**src/rtl/wsplit_pkg.sv**
```systemverilog
package wsplit_pkg;
  localparam int unsigned LANES = 2;
  localparam int unsigned HW    = 8 * LANES;

  typedef enum logic [1:0] {
    SZ_BYTE = 2'd0,
    SZ_WORD = 2'd1,
    SZ_LONG = 2'd2,
    SZ_RSVD = 2'd3
  } xfer_size_e;

  typedef enum logic [1:0] {
    ST_IDLE = 2'd0,
    ST_BUS  = 2'd1,
    ST_RESP = 2'd2
  } bridge_state_e;
endpackage

```
**src/rtl/wsplit_decode.sv**
```systemverilog
module wsplit_decode
  import wsplit_pkg::*;
#(
  parameter int unsigned AW = 12
) (
  input  xfer_size_e       size,
  input  logic [AW-1:0]    addr,
  input  logic [31:0]      wdata,
  output logic             err,
  output logic             is_long,
  output logic [LANES-1:0] be,
  output logic [AW-1:0]    base,
  output logic [HW-1:0]    first_data,
  output logic [HW-1:0]    second_data
);
  logic is_byte;

  always_comb begin
    err     = 1'b0;
    is_long = 1'b0;
    is_byte = 1'b0;
    unique case (size)
      SZ_BYTE: is_byte = 1'b1;
      SZ_WORD: err = addr[0];
      SZ_LONG: begin
        is_long = 1'b1;
        err     = |addr[1:0];
      end
      default: err = 1'b1;
    endcase
  end

  assign base = {addr[AW-1:1], 1'b0};

  // Lane 1 carries the even byte (big-endian)
  for (genvar l = 0; l < LANES; l++) begin : g_lane
    assign be[l] = is_byte ? (addr[0] == (l == 0)) : 1'b1;
  end

  always_comb begin
    if (is_long) begin
      first_data  = wdata[31:16];
      second_data = wdata[15:0];
    end else if (is_byte) begin
      first_data  = {wdata[7:0], wdata[7:0]};
      second_data = {wdata[7:0], wdata[7:0]};
    end else begin
      first_data  = wdata[15:0];
      second_data = wdata[15:0];
    end
  end
endmodule

```
**src/rtl/wsplit_timer.sv**
```systemverilog
module wsplit_timer #(
  parameter int unsigned CYC = 3
) (
  input  logic clk,
  input  logic rst_n,
  input  logic run,
  output logic last
);
  localparam int unsigned CW = $clog2(CYC + 1);
  localparam logic [CW-1:0] LAST_CNT = CW'(CYC - 1);

  logic [CW-1:0] cnt;

  assign last = run && (cnt == LAST_CNT);

  always_ff @(posedge clk or negedge rst_n) begin
    if (!rst_n)      cnt <= '0;
    else if (!run)   cnt <= '0;
    else if (last)   cnt <= '0;
    else             cnt <= cnt + 1'b1;
  end
endmodule

```
**src/rtl/wsplit_gather.sv**
```systemverilog
module wsplit_gather
  import wsplit_pkg::*;
(
  input  logic          clk,
  input  logic          rst_n,
  input  logic          clr,
  input  logic          cap_first,
  input  logic          cap_final,
  input  xfer_size_e    size,
  input  logic          bsel,
  input  logic [HW-1:0] rdata,
  output logic [31:0]   result
);
  logic [HW-1:0] hold_q;
  logic [7:0]    lane_byte;

  // bsel = address bit 0; odd byte lives on lane 0
  assign lane_byte = bsel ? rdata[7:0] : rdata[15:8];

  always_ff @(posedge clk or negedge rst_n) begin
    if (!rst_n) begin
      hold_q <= '0;
      result <= '0;
    end else begin
      if (clr) result <= '0;
      if (cap_first) hold_q <= rdata;
      if (cap_final) begin
        unique case (size)
          SZ_LONG: result <= {hold_q, rdata};
          SZ_BYTE: result <= {24'h0, lane_byte};
          default: result <= {16'h0, rdata};
        endcase
      end
    end
  end
endmodule

```
**src/rtl/wsplit_bridge.sv**
```systemverilog
module wsplit_bridge
  import wsplit_pkg::*;
#(
  parameter int unsigned AW  = 12,
  parameter int unsigned CYC = 3
) (
  input  logic          clk,
  input  logic          rst_n,
  input  logic          req_valid,
  output logic          req_ready,
  input  logic          req_write,
  input  logic [1:0]    req_size,
  input  logic [AW-1:0] req_addr,
  input  logic [31:0]   req_wdata,
  output logic          rsp_valid,
  input  logic          rsp_ready,
  output logic [31:0]   rsp_rdata,
  output logic          rsp_err,
  output logic          per_sel,
  output logic          per_write,
  output logic [AW-1:0] per_addr,
  output logic [1:0]    per_be,
  output logic [15:0]   per_wdata,
  input  logic [15:0]   per_rdata,
  output logic          bus_lock
);
  localparam logic [AW-1:0] HALF_STEP = AW'(2);

  bridge_state_e state;
  xfer_size_e    size_in, size_q;
  logic          dec_err, dec_long;
  logic [1:0]    dec_be;
  logic [AW-1:0] dec_base;
  logic [15:0]   dec_d1, dec_d2;

  logic          half_q, long_q, write_q, err_q, bsel_q;
  logic [1:0]    be_q;
  logic [AW-1:0] base_q;
  logic [15:0]   d1_q, d2_q;

  logic accept, cyc_last, in_bus, final_half;

  assign size_in = xfer_size_e'(req_size);

  wsplit_decode #(.AW(AW)) u_dec (
    .size        (size_in),
    .addr        (req_addr),
    .wdata       (req_wdata),
    .err         (dec_err),
    .is_long     (dec_long),
    .be          (dec_be),
    .base        (dec_base),
    .first_data  (dec_d1),
    .second_data (dec_d2)
  );

  assign in_bus     = (state == ST_BUS);
  assign req_ready  = (state == ST_IDLE);
  assign accept     = req_valid && req_ready;
  assign final_half = !long_q || half_q;

  wsplit_timer #(.CYC(CYC)) u_tmr (
    .clk   (clk),
    .rst_n (rst_n),
    .run   (in_bus),
    .last  (cyc_last)
  );

  wsplit_gather u_gth (
    .clk       (clk),
    .rst_n     (rst_n),
    .clr       (accept),
    .cap_first (cyc_last && !final_half && !write_q),
    .cap_final (cyc_last && final_half && !write_q),
    .size      (size_q),
    .bsel      (bsel_q),
    .rdata     (per_rdata),
    .result    (rsp_rdata)
  );

  always_ff @(posedge clk or negedge rst_n) begin
    if (!rst_n) begin
      state   <= ST_IDLE;
      half_q  <= 1'b0;
      long_q  <= 1'b0;
      write_q <= 1'b0;
      err_q   <= 1'b0;
      bsel_q  <= 1'b0;
      be_q    <= '0;
      base_q  <= '0;
      d1_q    <= '0;
      d2_q    <= '0;
      size_q  <= SZ_BYTE;
    end else begin
      unique case (state)
        ST_IDLE: if (accept) begin
          size_q  <= size_in;
          write_q <= req_write;
          bsel_q  <= req_addr[0];
          be_q    <= dec_be;
          base_q  <= dec_base;
          d1_q    <= dec_d1;
          d2_q    <= dec_d2;
          long_q  <= dec_long && !dec_err;
          half_q  <= 1'b0;
          err_q   <= dec_err;
          state   <= dec_err ? ST_RESP : ST_BUS;
        end
        ST_BUS: if (cyc_last) begin
          if (final_half) state  <= ST_RESP;
          else            half_q <= 1'b1;
        end
        ST_RESP: if (rsp_ready) begin
          state  <= ST_IDLE;
          half_q <= 1'b0;
        end
        default: state <= ST_IDLE;
      endcase
    end
  end

  assign per_sel   = in_bus;
  assign per_write = in_bus && write_q;
  assign per_addr  = half_q ? (base_q + HALF_STEP) : base_q;
  assign per_be    = in_bus ? be_q : 2'b00;
  assign per_wdata = half_q ? d2_q : d1_q;
  assign bus_lock  = in_bus && long_q;
  assign rsp_valid = (state == ST_RESP);
  assign rsp_err   = err_q;
endmodule

```
**config.mk**
```make
export PLATFORM = sky130hd
export DESIGN_NAME = wsplit_bridge
export DESIGN_NICKNAME = d
export VERILOG_FILES = /design/src/rtl/wsplit_pkg.sv /design/src/rtl/wsplit_decode.sv /design/src/rtl/wsplit_timer.sv /design/src/rtl/wsplit_gather.sv /design/src/rtl/wsplit_bridge.sv
export SDC_FILE = /design/constraint.sdc
export NUM_CORES = 1
export LEC_CHECK = 0
export BUFFER_PORTS_ARGS = -buffer_cell sky130_fd_sc_hd__buf_2
export CAP_MARGIN = 25
export CORE_UTILIZATION = 40
export CTS_BUF_LIST = sky130_fd_sc_hd__clkbuf_4 sky130_fd_sc_hd__clkbuf_8
export DETAILED_ROUTE_END_ITERATION = 16
export PLACE_DENSITY_LB_ADDON = 0.1
export SYNTH_ARGS = -nofsm -noshare
export SYNTH_HDL_FRONTEND = slang
export SYNTH_SLANG_ARGS = --single-unit
```
**constraint.sdc**
```tcl
create_clock -name clk -period 2.2 [get_ports clk]
set_clock_uncertainty 0.2 [all_clocks]
set_input_delay 0.11 -clock clk [delete_from_list [all_inputs] [get_ports clk]]
set_output_delay 0.11 -clock clk [all_outputs]
set_load 0.05 [all_outputs]
```
**After elaboration in Yosys (flattened, before gate mapping)**

Cells that the tools add are included.

- $add $sub $neg: 2
- Equality and inequality tests: 11
- Muxes and demuxes: 28
- Bitwise logic cells: 1
- Reductions and logical operators: 23

Operator list:

| cell | count |
|---|---|
| 16-bit two-way mux | 4 |
| 32-bit two-way mux | 2 |
| 32-bit case mux with 2 select lines | 1 |
| 2-bit two-way mux | 8 |
| 12-bit by 2-bit adder with 12-bit output (second input constant) | 1 |
| 12-bit two-way mux | 1 |
| 1-bit logical AND | 9 |
| 2-bit equality test (second input constant) | 4 |
| 1-bit two-way mux | 8 |
| 8-bit two-way mux | 1 |
| 2-bit zero test | 3 |
| 2-bit by 1-bit inequality test with 1-bit output (second input constant) | 3 |
| 1-bit case mux with 3 select lines | 2 |
| 2-bit case mux with 3 select lines | 1 |
| 5-bit AND reduction | 1 |
| 2-bit by 1-bit equality test with 1-bit output (second input constant) | 2 |
| 1-bit zero test | 4 |
| 2-bit inequality test (second input constant) | 2 |
| 4-bit AND reduction | 1 |
| 3-bit nonzero test | 1 |
| 2-bit by 1-bit adder with 2-bit output (second input constant) | 1 |
| 2-bit AND reduction | 1 |
| 2-bit nonzero test | 1 |
| 2-bit OR reduction | 1 |
| other kinds (2) | 2 |

- Flip-flop bits (word level): 104
- Bits of input ports: 67
- Word-level logic and storage cells: 79

**Longest topological paths before layout**

Gate-level depths: netlist (run 1).

- Word-level depth: 5
- Depth in mapped cells: 6
- Depth with buffers taken out: 4

**Modules after synthesis**

Synthesis (run 1) repeated with hierarchy kept, for this count alone.

- Cell total of the unflattened synthesis: 399
- Area, all modules: 5408.9 sq um

By module, submodules not included:

| module | times used | cells each | area each (sq um) | sequential area each (sq um) |
|---|---|---|---|---|
| wsplit_bridge | 1 | 185 | 2785.2 | 1376.3 |
| wsplit_gather | 1 | 137 | 1956.9 | 1201.2 |
| wsplit_decode | 1 | 72 | 586.8 | 0.0 |
| wsplit_timer | 1 | 5 | 80.1 | 50.0 |

**Least setup slack after synthesis (run 1)**

Ideal clock, no wire load.

- Kind: reg-to-output
- From: register half_q
- To: output port per_addr[5]
- Arrival time: 1.718 ns
- Setup slack: 0.172 ns
- Stages on the path, launching flop included: 4
- Path buffers: 1
- Cell sequence: dfrtp_1 -> clkbuf_1 -> nand4_1 -> xnor2_1

- Longest elaborated chain between the ends: 1

Ends and longest elaborated chain:

| what | line | source |
|---|---|---|
| start, declared | wsplit_bridge.sv:36 | `logic half_q, long_q, write_q, err_q, bsel_q;` |
| start signal, assigned | wsplit_bridge.sv:84 | `half_q <= 1'b0;` |
| start signal, assigned | wsplit_bridge.sv:105 | `half_q <= 1'b0;` |
| start signal, assigned | wsplit_bridge.sv:111 | `else half_q <= 1'b1;` |
| 12-bit two-way mux | wsplit_bridge.sv:124 | `assign per_addr = half_q ? (base_q + HALF_STEP) : base_q;` |
| end, declared | wsplit_bridge.sv:21 | `output logic [AW-1:0] per_addr,` |

No other way between the ends.

**Final worst setup path (run 1)**

- From: register base_q[2]
- To: output port per_addr[11]

- Longest elaborated chain between the ends: 2

Ends and longest elaborated chain:

| what | line | source |
|---|---|---|
| start, declared | wsplit_bridge.sv:38 | `logic [AW-1:0] base_q;` |
| start signal, assigned | wsplit_bridge.sv:101 | `base_q <= dec_base;` |
| 12-bit by 2-bit adder with 12-bit output | wsplit_bridge.sv:124 |  |
| 12-bit two-way mux | wsplit_bridge.sv:124 |  |

No other way between the ends.

==> Flow_metrics.wiki, run 1 <==
{| class="wikitable"
! Metric !! Value
|-
| Worst R2R Setup Slack || 310 ps
|-
| Detailed-route DRC error count || 0
|-
| Number of sinks handled by clock tree synthesis || between 100 and 150
|-
| Number of top-level pins || 135
|-
| Classification of the worst setup path || flip-flop to output pin
|-
| Ant diodes || 0
|-
| Startpoint of the lowest-slack register-to-register path || state[1]
|-
| Router iterations before antenna repair || 4
|-
| Final #Nets || 749
|-
| Final setup violating endpoints || 0
|-
| Synth top cells by count || sky130_fd_sc_hd__nand2_1 (157), sky130_fd_sc_hd__dfrtp_1 (104), sky130_fd_sc_hd__mux2i_1 (65)
|-
| Fraction of final layout cells with drive strength greater than 1 || 0.321
|-
| Reg-to-reg endpoint || u_gth.hold_q[1]
|-
| Multi-input gate area in the final layout || 0.00232 mm2
|-
| Grt total ovfl || 0
|-
| Antenna violations before repair || 0
|-
| Clock root buffer master || sky130_fd_sc_hd__clkbuf_8
|-
| Die area || between 0.01 and 0.015 mm2
|-
| Instance area after placement || 0.00597 mm2
|-
| Maximum clock frequency || 0.477 GHz
|-
| Clock buffer count from CTS || 9
|-
| Cell taking the most area after synthesis || sky130_fd_sc_hd__dfrtp_1
|-
| Crit path max fanout || 4
|-
| CP Data Required Time || 1890 ps
|-
| Number of DRC markers in iteration 0 || 177
|-
| Maximum clock path buffer count || 2
|-
| Result of the run || finished clean
|-
| Total Routed Length || 12,900 um
|-
| Worst hold path class || primary input to async pin
|-
| Syn. warnings || 0
|-
| Leakage power total || approximately 3.4 nW
|-
| Dominant cells by area after synthesis || sky130_fd_sc_hd__dfrtp_1 (51%), sky130_fd_sc_hd__mux2i_1 (13%), sky130_fd_sc_hd__nand2_1 (12%)
|-
| Largest net degree at the start of global routing || 46
|-
| Post-synthesis sequential area ratio || 0.513
|-
| Area growth from synthesis to layout || 36.3%
|-
| Post-route ant nets || 0
|-
| Pin slew with the least headroom to its limit || 635 ps
|-
| Number of pins with negative max-slew slack in the final report || 0
|-
| Total via count in the routed design || 4,089
|-
| Power after layout || 8.25 mW
|-
| Area fraction of the dominant cell type after synthesis || 0.513
|-
| Unrepaired setup endpoints after global routing || yes
|-
| Top FF cell, synth || sky130_fd_sc_hd__dfrtp_1
|-
| Horizontal extent of the die || 115 um
|-
| Post-DP HPWL || between 8000 and 9000 um
|-
| Number of enable-type register cells in the synthesized netlist || 0
|-
| Ys async rst share || 1.00
|-
| Count of different cell masters after synthesis || 40
|-
| Initial Util || 0.416
|-
| Count of endpoints failing hold in the final timing report || 0
|-
| Mapped Cells || ~480
|-
| Post-layout minimum cycle time || 2100 ps
|-
| Die H || 115 um
|-
| Mapped cell area || 0.00508 mm2
|-
| Power density over the cells || between 1000 and 1500 mW/mm2
|-
| Summed area of non-filler cells in the final layout || 0.00692 mm2
|-
| TritonCTS clock tree || done
|-
| Startpoint types || flip-flop
|-
| Number of storage elements in the synthesis netlist || about 100
|-
| Final setup TNS || 0 ps
|-
| Category of the worst setup path capture point || output pin
|-
| Number of global-route vias before repair || 4,265
|-
| Number of placement rows || 40
|-
| Start point of the critical path || base_q[2]
|-
| CTS H-Tree Depth || 3
|-
| Final Wtd Congestion || 0.803
|-
| GRT busiest layer || met2
|-
| Share of the clock period used by the worst path || 0.954
|-
| Met3 capacity usage during global routing || 0.0376
|-
| Clock transition time at the flip-flop clock pins of the worst setup and hold paths || around 110 ps
|-
| Gr usage total || 0.210
|-
| Met1 GRT Util || 0.270
|-
| Core area || roughly 0.012 mm2
|-
| Post-Route Hold Slack || approximately 25 ps
|-
| Max rail drop VDD || 0.583 mV
|-
| Sequential cell area in the final layout || 0.00260 mm2
|-
| Worst relative slew slack || 0.576
|-
| Post-DR wirelength/cell || 15.1 um
|-
| Met2 routing resource usage after global routing || 0.347
|-
| Endpoint arrival time on the critical path || 1790 ps
|-
| Final Instance Count excl. Fillers || 854
|-
| Port buffer count || about 130
|-
| Most frequent cell after synthesis || sky130_fd_sc_hd__nand2_1
|-
| Global-route wire length before repair || 21,200 um
|-
| Number of placed instances with taps included || slightly below 800
|-
| Synthesized area per cell || 10.5 um2
|-
| Insertion delay to the later sink of the worst-skew pair || 380 ps
|-
| Max-cap viol count || 0
|-
| Syn nets || ~550
|-
| Number of cell instances on the worst register-to-register path || 4
|-
| Fill cell total of the finished layout || 1,125
|-
| Via density per instance || 4.79
|}
[power by group]
part,internal [mW],leakage [nW],switching [mW]
clock network,0.775,0.121,0.683
registers,2.50,1.36,0.430
logic,1.28,1.90,2.58
[cells in the final DEF (no fill, tap or decap), types with 2 or more instances in the layout]
master and n:
sky130_fd_sc_hd__a31oi_1 2, sky130_fd_sc_hd__and2_1 4, sky130_fd_sc_hd__buf_12 5, sky130_fd_sc_hd__buf_2 126, sky130_fd_sc_hd__buf_4 17, sky130_fd_sc_hd__bufinv_16 3, sky130_fd_sc_hd__clkbuf_4 3, sky130_fd_sc_hd__clkbuf_8 9
sky130_fd_sc_hd__dfrtp_1 103, sky130_fd_sc_hd__dlygate4sd3_1 64, sky130_fd_sc_hd__inv_1 3, sky130_fd_sc_hd__mux2_2 31, sky130_fd_sc_hd__mux2_4 10, sky130_fd_sc_hd__mux2i_1 65, sky130_fd_sc_hd__nand2_1 157, sky130_fd_sc_hd__nand2b_1 2
sky130_fd_sc_hd__nand3_1 4, sky130_fd_sc_hd__nand4_1 3, sky130_fd_sc_hd__nor2_1 6, sky130_fd_sc_hd__nor2b_1 4, sky130_fd_sc_hd__nor3_1 2, sky130_fd_sc_hd__nor3_2 3, sky130_fd_sc_hd__o21ai_0 29, sky130_fd_sc_hd__xnor2_1 4
sky130_fd_sc_hd__xor2_1 6
[layer usage]
layer  up-vias  share of wire
met2       110           0.48
met5         -              0
li1       2003              -
met3        25          0.043
met4         0          0.024
met1      1951           0.45
[worst max-delay path by stage]
| stage | end | depth (start not counted) |
|---|---|---|
| floorplan | per_addr[5] | 3 |
| global placement | u_gth.hold_q[3] | 4 |
| detailed placement | u_gth.hold_q[1] | 4 |
| CTS | per_addr[11] | 5 |
| global route | per_addr[11] | 5 |
| finish | per_addr[11] | 5 |
[flip-flops by register name, summed over array words and instances, names as in the netlist, 2 cells and up]
register,count
state,2
base_q,11
size_q,2
u_gth.result,32
u_gth.hold_q,16
be_q,2
d1_q,16
u_tmr.cnt,2
d2_q,16
[repair_timing]
item	CTS	global route
endpoints found under the hold margin	173	0
buffers inserted	0	3
resized for setup	2	11
hold buffers	64	0
setup endpoints to repair	2	6
pin swaps	0	1
[logic make-up (layout without fill, tap and decap cells)]
family | Yosys count | count (layout) | share of synthesized area
AOI/OAI and AO/OA | 35 | 35 | 0.0372
other | 1 | 1 | 0.000739
muxes | 106 | 106 | 0.227
adders and majority gates | 1 | 1 | 0.00246
DFF | 104 | 104 | 0.513
buffers and inverters | 32 | 234 | 0.0345
and+or+nand+nor | 195 | 195 | 0.169
xor gates and xnor gates | 10 | 10 | 0.0173
[through the flow]
step	setup WS, ps	util
final	102	0.567
after global routing	-27.2	0.567
after CTS	0.845	0.562
after detailed placement	325	0.489
after global placement	365	0.489
after floorplan	172	-
[worst max-delay path, stage by stage, from the launching register on]
cell                      delay [ps]
sky130_fd_sc_hd__dfrtp_1         400
sky130_fd_sc_hd__ha_1            200
sky130_fd_sc_hd__nand3_1         180
sky130_fd_sc_hd__nor4_2          230
sky130_fd_sc_hd__xor2_1          190
sky130_fd_sc_hd__buf_4           220
[cell type report]
class / count / share of cell area
Inverter: 3 / 0.00163
Timing Repair Buffer: 215 / 0.220
Multi-Input combinational cell: 348 / 0.336
Tap cell: 168 / 0.0304
Sequential cell: 104 / 0.376
Clock inverter: 6 / 0.0166
Clock buffer: 10 / 0.0190
No activity file was read; power rests on OpenSTA's default activity.
==> run 2, diff against run 1 <==
PLACE_DENSITY_LB_ADDON = default   (was 0.1)
==> Flow_metrics.wiki, run 2 (synthesis gave the netlist of run 1 again) <==
{| class="wikitable"
! Metric !! Value
|-
| Worst relative slew slack || 0.571 (-0.00529)
|-
| Total via count in the routed design || 4,197 (+2.6%)
|-
| Initial Util || 0.416 (unchanged)
|-
| Final Wtd Congestion || 0.830 (+3.3%)
|-
| Final #Nets || 753 (+0.53%)
|-
| Power after layout || 8.20 mW (-0.61%)
|-
| Total Routed Length || 13,500 um (+4.2%)
|-
| Max rail drop VDD || 0.884 mV (+52%)
|-
| Clock transition time at the flip-flop clock pins of the worst setup and hold paths || 110 ps (about the same)
|-
| Summed area of non-filler cells in the final layout || 0.00697 mm2 (+0.65%)
|-
| Unrepaired setup endpoints after global routing || yes
|-
| Count of endpoints failing hold in the final timing report || 0 (unchanged)
|-
| Via density per instance || 4.89 (+2.2%)
|-
| Router iterations before antenna repair || 5 (+1)
|-
| Clock root buffer master || sky130_fd_sc_hd__clkbuf_8
|-
| Horizontal extent of the die || 115 um (unchanged)
|-
| Die H || 115 um (unchanged)
|-
| Endpoint arrival time on the critical path || 1760 ps (-30 ps)
|-
| CP Data Required Time || 1890 ps (about the same)
|-
| Pin slew with the least headroom to its limit || 643 ps (+7.93 ps)
|-
| Startpoint types || flip-flop
|-
| Category of the worst setup path capture point || output pin
|-
| Gr usage total || 0.217 (+0.00695)
|-
| Core area || 0.0122 mm2 (unchanged)
|-
| Maximum clock path buffer count || 2 (unchanged)
|-
| CTS H-Tree Depth || 3 (unchanged)
|-
| Power density over the cells || 1180 mW/mm2 (-1.3%)
|-
| Post-layout minimum cycle time || 2070 ps (-23.1 ps)
|-
| Fraction of final layout cells with drive strength greater than 1 || 0.316 (-0.00476)
|-
| Largest net degree at the start of global routing || 45 (-2.2%)
|-
| Final setup TNS || 0 ps (unchanged)
|-
| Max-cap viol count || 0 (unchanged)
|-
| Final setup violating endpoints || 0 (unchanged)
|-
| Antenna violations before repair || 0 (unchanged)
|-
| Top reg by flops || u_gth.result
|-
| Commonest non-fill, non-tap cell in the layout || sky130_fd_sc_hd__nand2_1
|-
| Post-route ant nets || 0 (unchanged)
|-
| Maximum clock frequency || 0.482 GHz (+1.1%)
|-
| Number of placed instances with taps included || 771 (unchanged)
|-
| Worst slack, placed || 329 ps (+3.66 ps)
|-
| Global-route wire length before repair || 21,800 um (+2.8%)
|-
| Port buffer count || 133 (unchanged)
|-
| Post-Route Hold Slack || 70.5 ps (+45.0 ps)
|-
| Max reg flops || 32 (unchanged)
|-
| Post-DR wirelength/cell || 15.7 um (+3.7%)
|-
| Leakage power total || 3.38 nW (about the same)
|-
| Leading cell types in the layout, fill and taps excluded || sky130_fd_sc_hd__nand2_1 (157), sky130_fd_sc_hd__buf_2 (127), sky130_fd_sc_hd__dfrtp_1 (104)
|-
| Worst hold path class || primary input to async pin
|-
| Number of sinks handled by clock tree synthesis || 104 (unchanged)
|-
| Instance area after placement || 0.00599 mm2 (+0.21%)
|-
| Insertion delay to the later sink of the worst-skew pair || 380 ps (about the same)
|-
| Grt total ovfl || 0 (unchanged)
|-
| Crit path max fanout || 6 (+2)
|-
| Number of pins with negative max-slew slack in the final report || 0 (unchanged)
|-
| Number of global-route vias before repair || 4,374 (+2.6%)
|-
| Final Instance Count excl. Fillers || 858 (+0.47%)
|-
| Result of the run || finished clean
|-
| TritonCTS clock tree || done
|-
| Die area || 0.0131 mm2 (unchanged)
|-
| Post-route worst setup slack || 125 ps (+23.1 ps)
|-
| Area growth from synthesis to layout || 37.2%
|-
| Post-DP HPWL || 8860 um (+1.4%)
|-
| Ant diodes || 0 (unchanged)
|-
| Clock buffer count from CTS || 9 (unchanged)
|-
| Number of top-level pins || 135 (unchanged)
|-
| Number of placement rows || 40 (unchanged)
|-
| Share of the clock period used by the worst path || 0.943 (-0.0105)
|-
| Final core area utilization || 0.570 (+0.00369)
|-
| Detailed-route DRC error count || 0 (unchanged)
|-
| Classification of the worst setup path || flip-flop to output pin
|-
| Number of DRC markers in iteration 0 || 219 (+24%)
|}
[run 2: timing repair]
item / 4_1_cts / 5_1_grt
endpoints found under the setup margin: 0 / 4
resized for setup: 0 / 11
setup buffers: 0 / 0
hold buffers: 71 / 0
endpoints found under the hold margin: 189 / 0
[run 2: layout make-up]
class,count,area [um2]
clock buffer,10,131
clock inverter,6,92.6
fill,1088,5250
inverter,3,11.3
multi-input combinational,348,2330
sequential,104,2600
tap,168,210
timing repair buffer,219,1590
[run 2: layer usage]
metal,vias up,routed length (um),track usage,share of wire
li1,2015,-,-,-
met1,2056,6040,0.273,0.45
met2,106,6620,0.365,0.49
met3,20,535,0.0503,0.040
met4,0,272,0.0814,0.020
met5,-,0,0,0
[run 2: critical path, stage by stage, from the launching register on]
cell and delay [ps]:
sky130_fd_sc_hd__dfrtp_1 470, sky130_fd_sc_hd__nand4_1 210, sky130_fd_sc_hd__nor4_2 320, sky130_fd_sc_hd__xor2_1 180
sky130_fd_sc_hd__buf_4 220
[run 2: where the power goes]
| part | leakage (nW) | switching, mW | total, mW | internal (mW) |
|---|---|---|---|---|
| sequential | 1.36 | 0.442 | 2.94 | 2.50 |
| combinational | 1.92 | 2.62 | 3.91 | 1.29 |
| clock | 0.107 | 0.695 | 1.35 | 0.660 |
| total | 3.38 | 3.76 | 8.20 | 4.45 |
[run 2: final timing paths]
kind                            slack [ps]         start  depth (start not counted)                to
worst max register to register         320      state[1]                          4   u_gth.hold_q[5]
worst max-delay path                   130     base_q[4]                          4      per_addr[11]
worst min register to register         280  u_tmr.cnt[1]                          1      u_tmr.cnt[1]
worst min-delay path                    70         rst_n                          3  u_gth.result[28]
max in group asynchronous             1440         rst_n                          3           d1_q[1]
min in group clk                       260   req_addr[7]                          4         base_q[7]
==> run 3, diff against run 2 <==
==> constraint.sdc (replaced) <==
create_clock -name clk -period 2.2 [get_ports clk]
set_clock_uncertainty 0.2 [all_clocks]
set_input_delay 0.22 -clock clk [delete_from_list [all_inputs] [get_ports clk]]
set_output_delay 0.22 -clock clk [all_outputs]
set_load 0.05 [all_outputs]
==> Flow_metrics.wiki, run 3 (synthesis gave the netlist of run 1 again) <==
{| class="wikitable"
! Metric !! Value
|-
| Multi-input gate area in the final layout || 0.00235 mm2 (+1.1%)
|-
| Number of buffers and inverters on the critical path || 1 (unchanged)
|-
| Classification of the worst setup path || flip-flop to output pin
|-
| Critical path cell sequence || nand4_1 > nor4_4 > xor2_1 > buf_4
|-
| Fraction of final layout cells with drive strength greater than 1 || 0.346 (+0.0300)
|-
| Top Family by Delay on Critical Path || simple AND/OR/NAND/NOR gates
|-
| Clock buffer count from CTS || 9 (unchanged)
|-
| Port buffer count || 133 (unchanged)
|-
| Endpoint, Worst Hold || size_q[0]
|-
| Leading cell types in the layout, fill and taps excluded || sky130_fd_sc_hd__nand2_1 (157), sky130_fd_sc_hd__buf_2 (126), sky130_fd_sc_hd__dfrtp_1 (99)
|-
| Final setup violating endpoints || 3 (+3)
|-
| Maximum clock path buffer count || 2 (unchanged)
|-
| HP Start || req_size[0]
|-
| Insertion delay to the later sink of the worst-skew pair || 380 ps (about the same)
|-
| Top reg by flops || u_gth.result
|-
| Number of placed instances with taps included || 773 (+0.26%)
|-
| Unrepaired setup endpoints after global routing || yes
|-
| Startpoint types || flip-flop
|-
| Sequential cell area in the final layout || 0.00261 mm2 (+0.24%)
|-
| Number of DRC markers in iteration 0 || 188 (-14%)
|-
| Crit path max fanout || 4 (-2)
|-
| Post-layout minimum cycle time || 2270 ps (+193 ps)
|-
| Logic depth of the worst path, buffers included || 4 (unchanged)
|-
| Initial Util || 0.416 (unchanged)
|-
| Die area || 0.0131 mm2 (unchanged)
|-
| Final #Nets || 751 (-0.27%)
|-
| Ant diodes || 0 (unchanged)
|-
| CTS H-Tree Depth || 3 (unchanged)
|-
| Post-Route Hold Slack || 44.3 ps (-26.2 ps)
|-
| Largest net degree at the start of global routing || 54 (+20%)
|-
| Result of the run || complete, but fails checks
|-
| Number of sinks handled by clock tree synthesis || 104 (unchanged)
|-
| Post-DP HPWL || 8880 um (+0.21%)
|-
| Fill cell total of the finished layout || 1,117 (+2.7%)
|-
| Total via count in the routed design || 4,169 (-0.67%)
|-
| Reg-to-reg endpoint || u_gth.hold_q[5]
|-
| Worst relative slew slack || 0.567 (-0.00334)
|-
| Antenna violations before repair || 0 (unchanged)
|-
| Number of placement rows || 40 (unchanged)
|-
| Number of cell instances on the worst register-to-register path || 4 (unchanged)
|-
| Final Wtd Congestion || 0.863 (+4.0%)
|-
| Final core area utilization || 0.563 (-0.00697)
|-
| Worst hold path class || primary input to flip-flop
|-
| Via density per instance || 4.87 (-0.44%)
|-
| Power density over the cells || 1170 mW/mm2 (-0.52%)
|-
| Category of the worst setup path capture point || output pin
|-
| Clock transition time at the flip-flop clock pins of the worst setup and hold paths || 110 ps (about the same)
|-
| Final setup TNS || -148 ps (-148 ps)
|-
| Post-route worst setup slack || -67.3 ps (-193 ps)
|-
| Post-route ant nets || 0 (unchanged)
|-
| Number of global-route vias before repair || 4,187 (-4.3%)
|-
| Core area || 0.0122 mm2 (unchanged)
|-
| Maximum clock frequency || 0.441 GHz (-8.5%)
|-
| Clock root buffer master || sky130_fd_sc_hd__clkbuf_8
|-
| TritonCTS clock tree || done
|-
| Critical path's largest stage delay || 430 ps (-40 ps)
|-
| Max reg flops || 32 (unchanged)
|-
| Worst R2R Setup Slack || 330 ps (about the same)
|-
| Number of pins with negative max-slew slack in the final report || 0 (unchanged)
|-
| Number of top-level pins || 135 (unchanged)
|-
| Detailed-route DRC error count || 0 (unchanged)
|-
| Area growth from synthesis to layout || 35.5%
|-
| Share of the clock period used by the worst path || 1.03 (+0.0875)
|-
| Failing checks || setup timing
|-
| Post-DR wirelength/cell || 15.4 um (-2.0%)
|-
| CP Data Required Time || 1780 ps (-110 ps)
|-
| Max rail drop VDD || 0.681 mV (-23%)
|-
| Total Routed Length || 13,200 um (-2.2%)
|-
| Startpoint of the lowest-slack register-to-register path || state[0]
|-
| Endpoint arrival time on the critical path || 1850 ps (+90 ps)
|-
| Horizontal extent of the die || 115 um (unchanged)
|-
| Commonest non-fill, non-tap cell in the layout || sky130_fd_sc_hd__nand2_1
|-
| Hold Path Depth || 3
|-
| Die H || 115 um (unchanged)
|-
| Grt total ovfl || 0 (unchanged)
|-
| Leakage power total || 3.38 nW (about the same)
|-
| Count of endpoints failing hold in the final timing report || 0 (unchanged)
|-
| Max-cap viol count || 0 (unchanged)
|-
| Critical-path cell with the highest stage delay || sky130_fd_sc_hd__dfrtp_1
|-
| Global-route wire length before repair || 20,700 um (-4.9%)
|-
| Router iterations before antenna repair || 4 (-1)
|-
| Final Instance Count excl. Fillers || 856 (-0.23%)
|-
| Gr usage total || 0.208 (-0.00975)
|-
| Pin slew with the least headroom to its limit || 649 ps (+5.70 ps)
|}
run 3: worst max path at each step:
stage	from	endpoint	slack (ps)
finish	base_q[7]	per_addr[11]	-70
global route	base_q[1]	per_addr[9]	-190
CTS	half_q	per_addr[10]	0.3
detailed placement	state[1]	u_gth.hold_q[2]	320
global placement	state[1]	u_gth.hold_q[3]	370
floorplan	half_q	per_addr[5]	60
run 3: power by group:
| group | total [mW] | switching [mW] | internal [mW] |
|---|---|---|---|
| clock network | 1.15 | 0.695 | 0.459 |
| registers | 2.96 | 0.446 | 2.51 |
| logic | 3.95 | 2.64 | 1.31 |
| total | 8.06 | 3.78 | 4.28 |
run 3: worst register-to-register path, stage by stage (launching register included):
cell	delay, ps
sky130_fd_sc_hd__dfrtp_1	550
sky130_fd_sc_hd__nand2b_4	140
sky130_fd_sc_hd__nor4_4	320
sky130_fd_sc_hd__buf_12	210
sky130_fd_sc_hd__mux2_2	340
run 3: per-layer routing:
metal	vias to the layer above	routed length, um	track usage
li1	2011	-	-
met1	1976	5640	0.262
met2	140	6430	0.345
met3	42	663	0.0402
met4	0	430	0.0961
met5	-	0	0
run 3: area by class of cell:
cell class,count,area share
sequential,104,0.379
multi-input combinational,348,0.342
timing repair buffer,217,0.219
tap,168,0.0306
clock buffer,10,0.0200
clock inverter,6,0.00727
inverter,3,0.00218
run 3: timing repair:
action,CTS,global route
endpoints found under the setup margin,4,8
gates resized for setup,6,15
pin swaps,0,7
hold buffers,55,0
hold endpoints to repair,127,0
buffers inserted,0,12
run 3: stage by stage:
stage	cell area, um2	setup WS (ps)	power (mW)
after floorplan	5080	62.4	5.74
after global placement	5980	369	6.64
after detailed placement	5980	322	6.71
after CTS	6740	0.283	7.97
after global routing	6880	-187	8.55
final	6880	-67.3	8.06
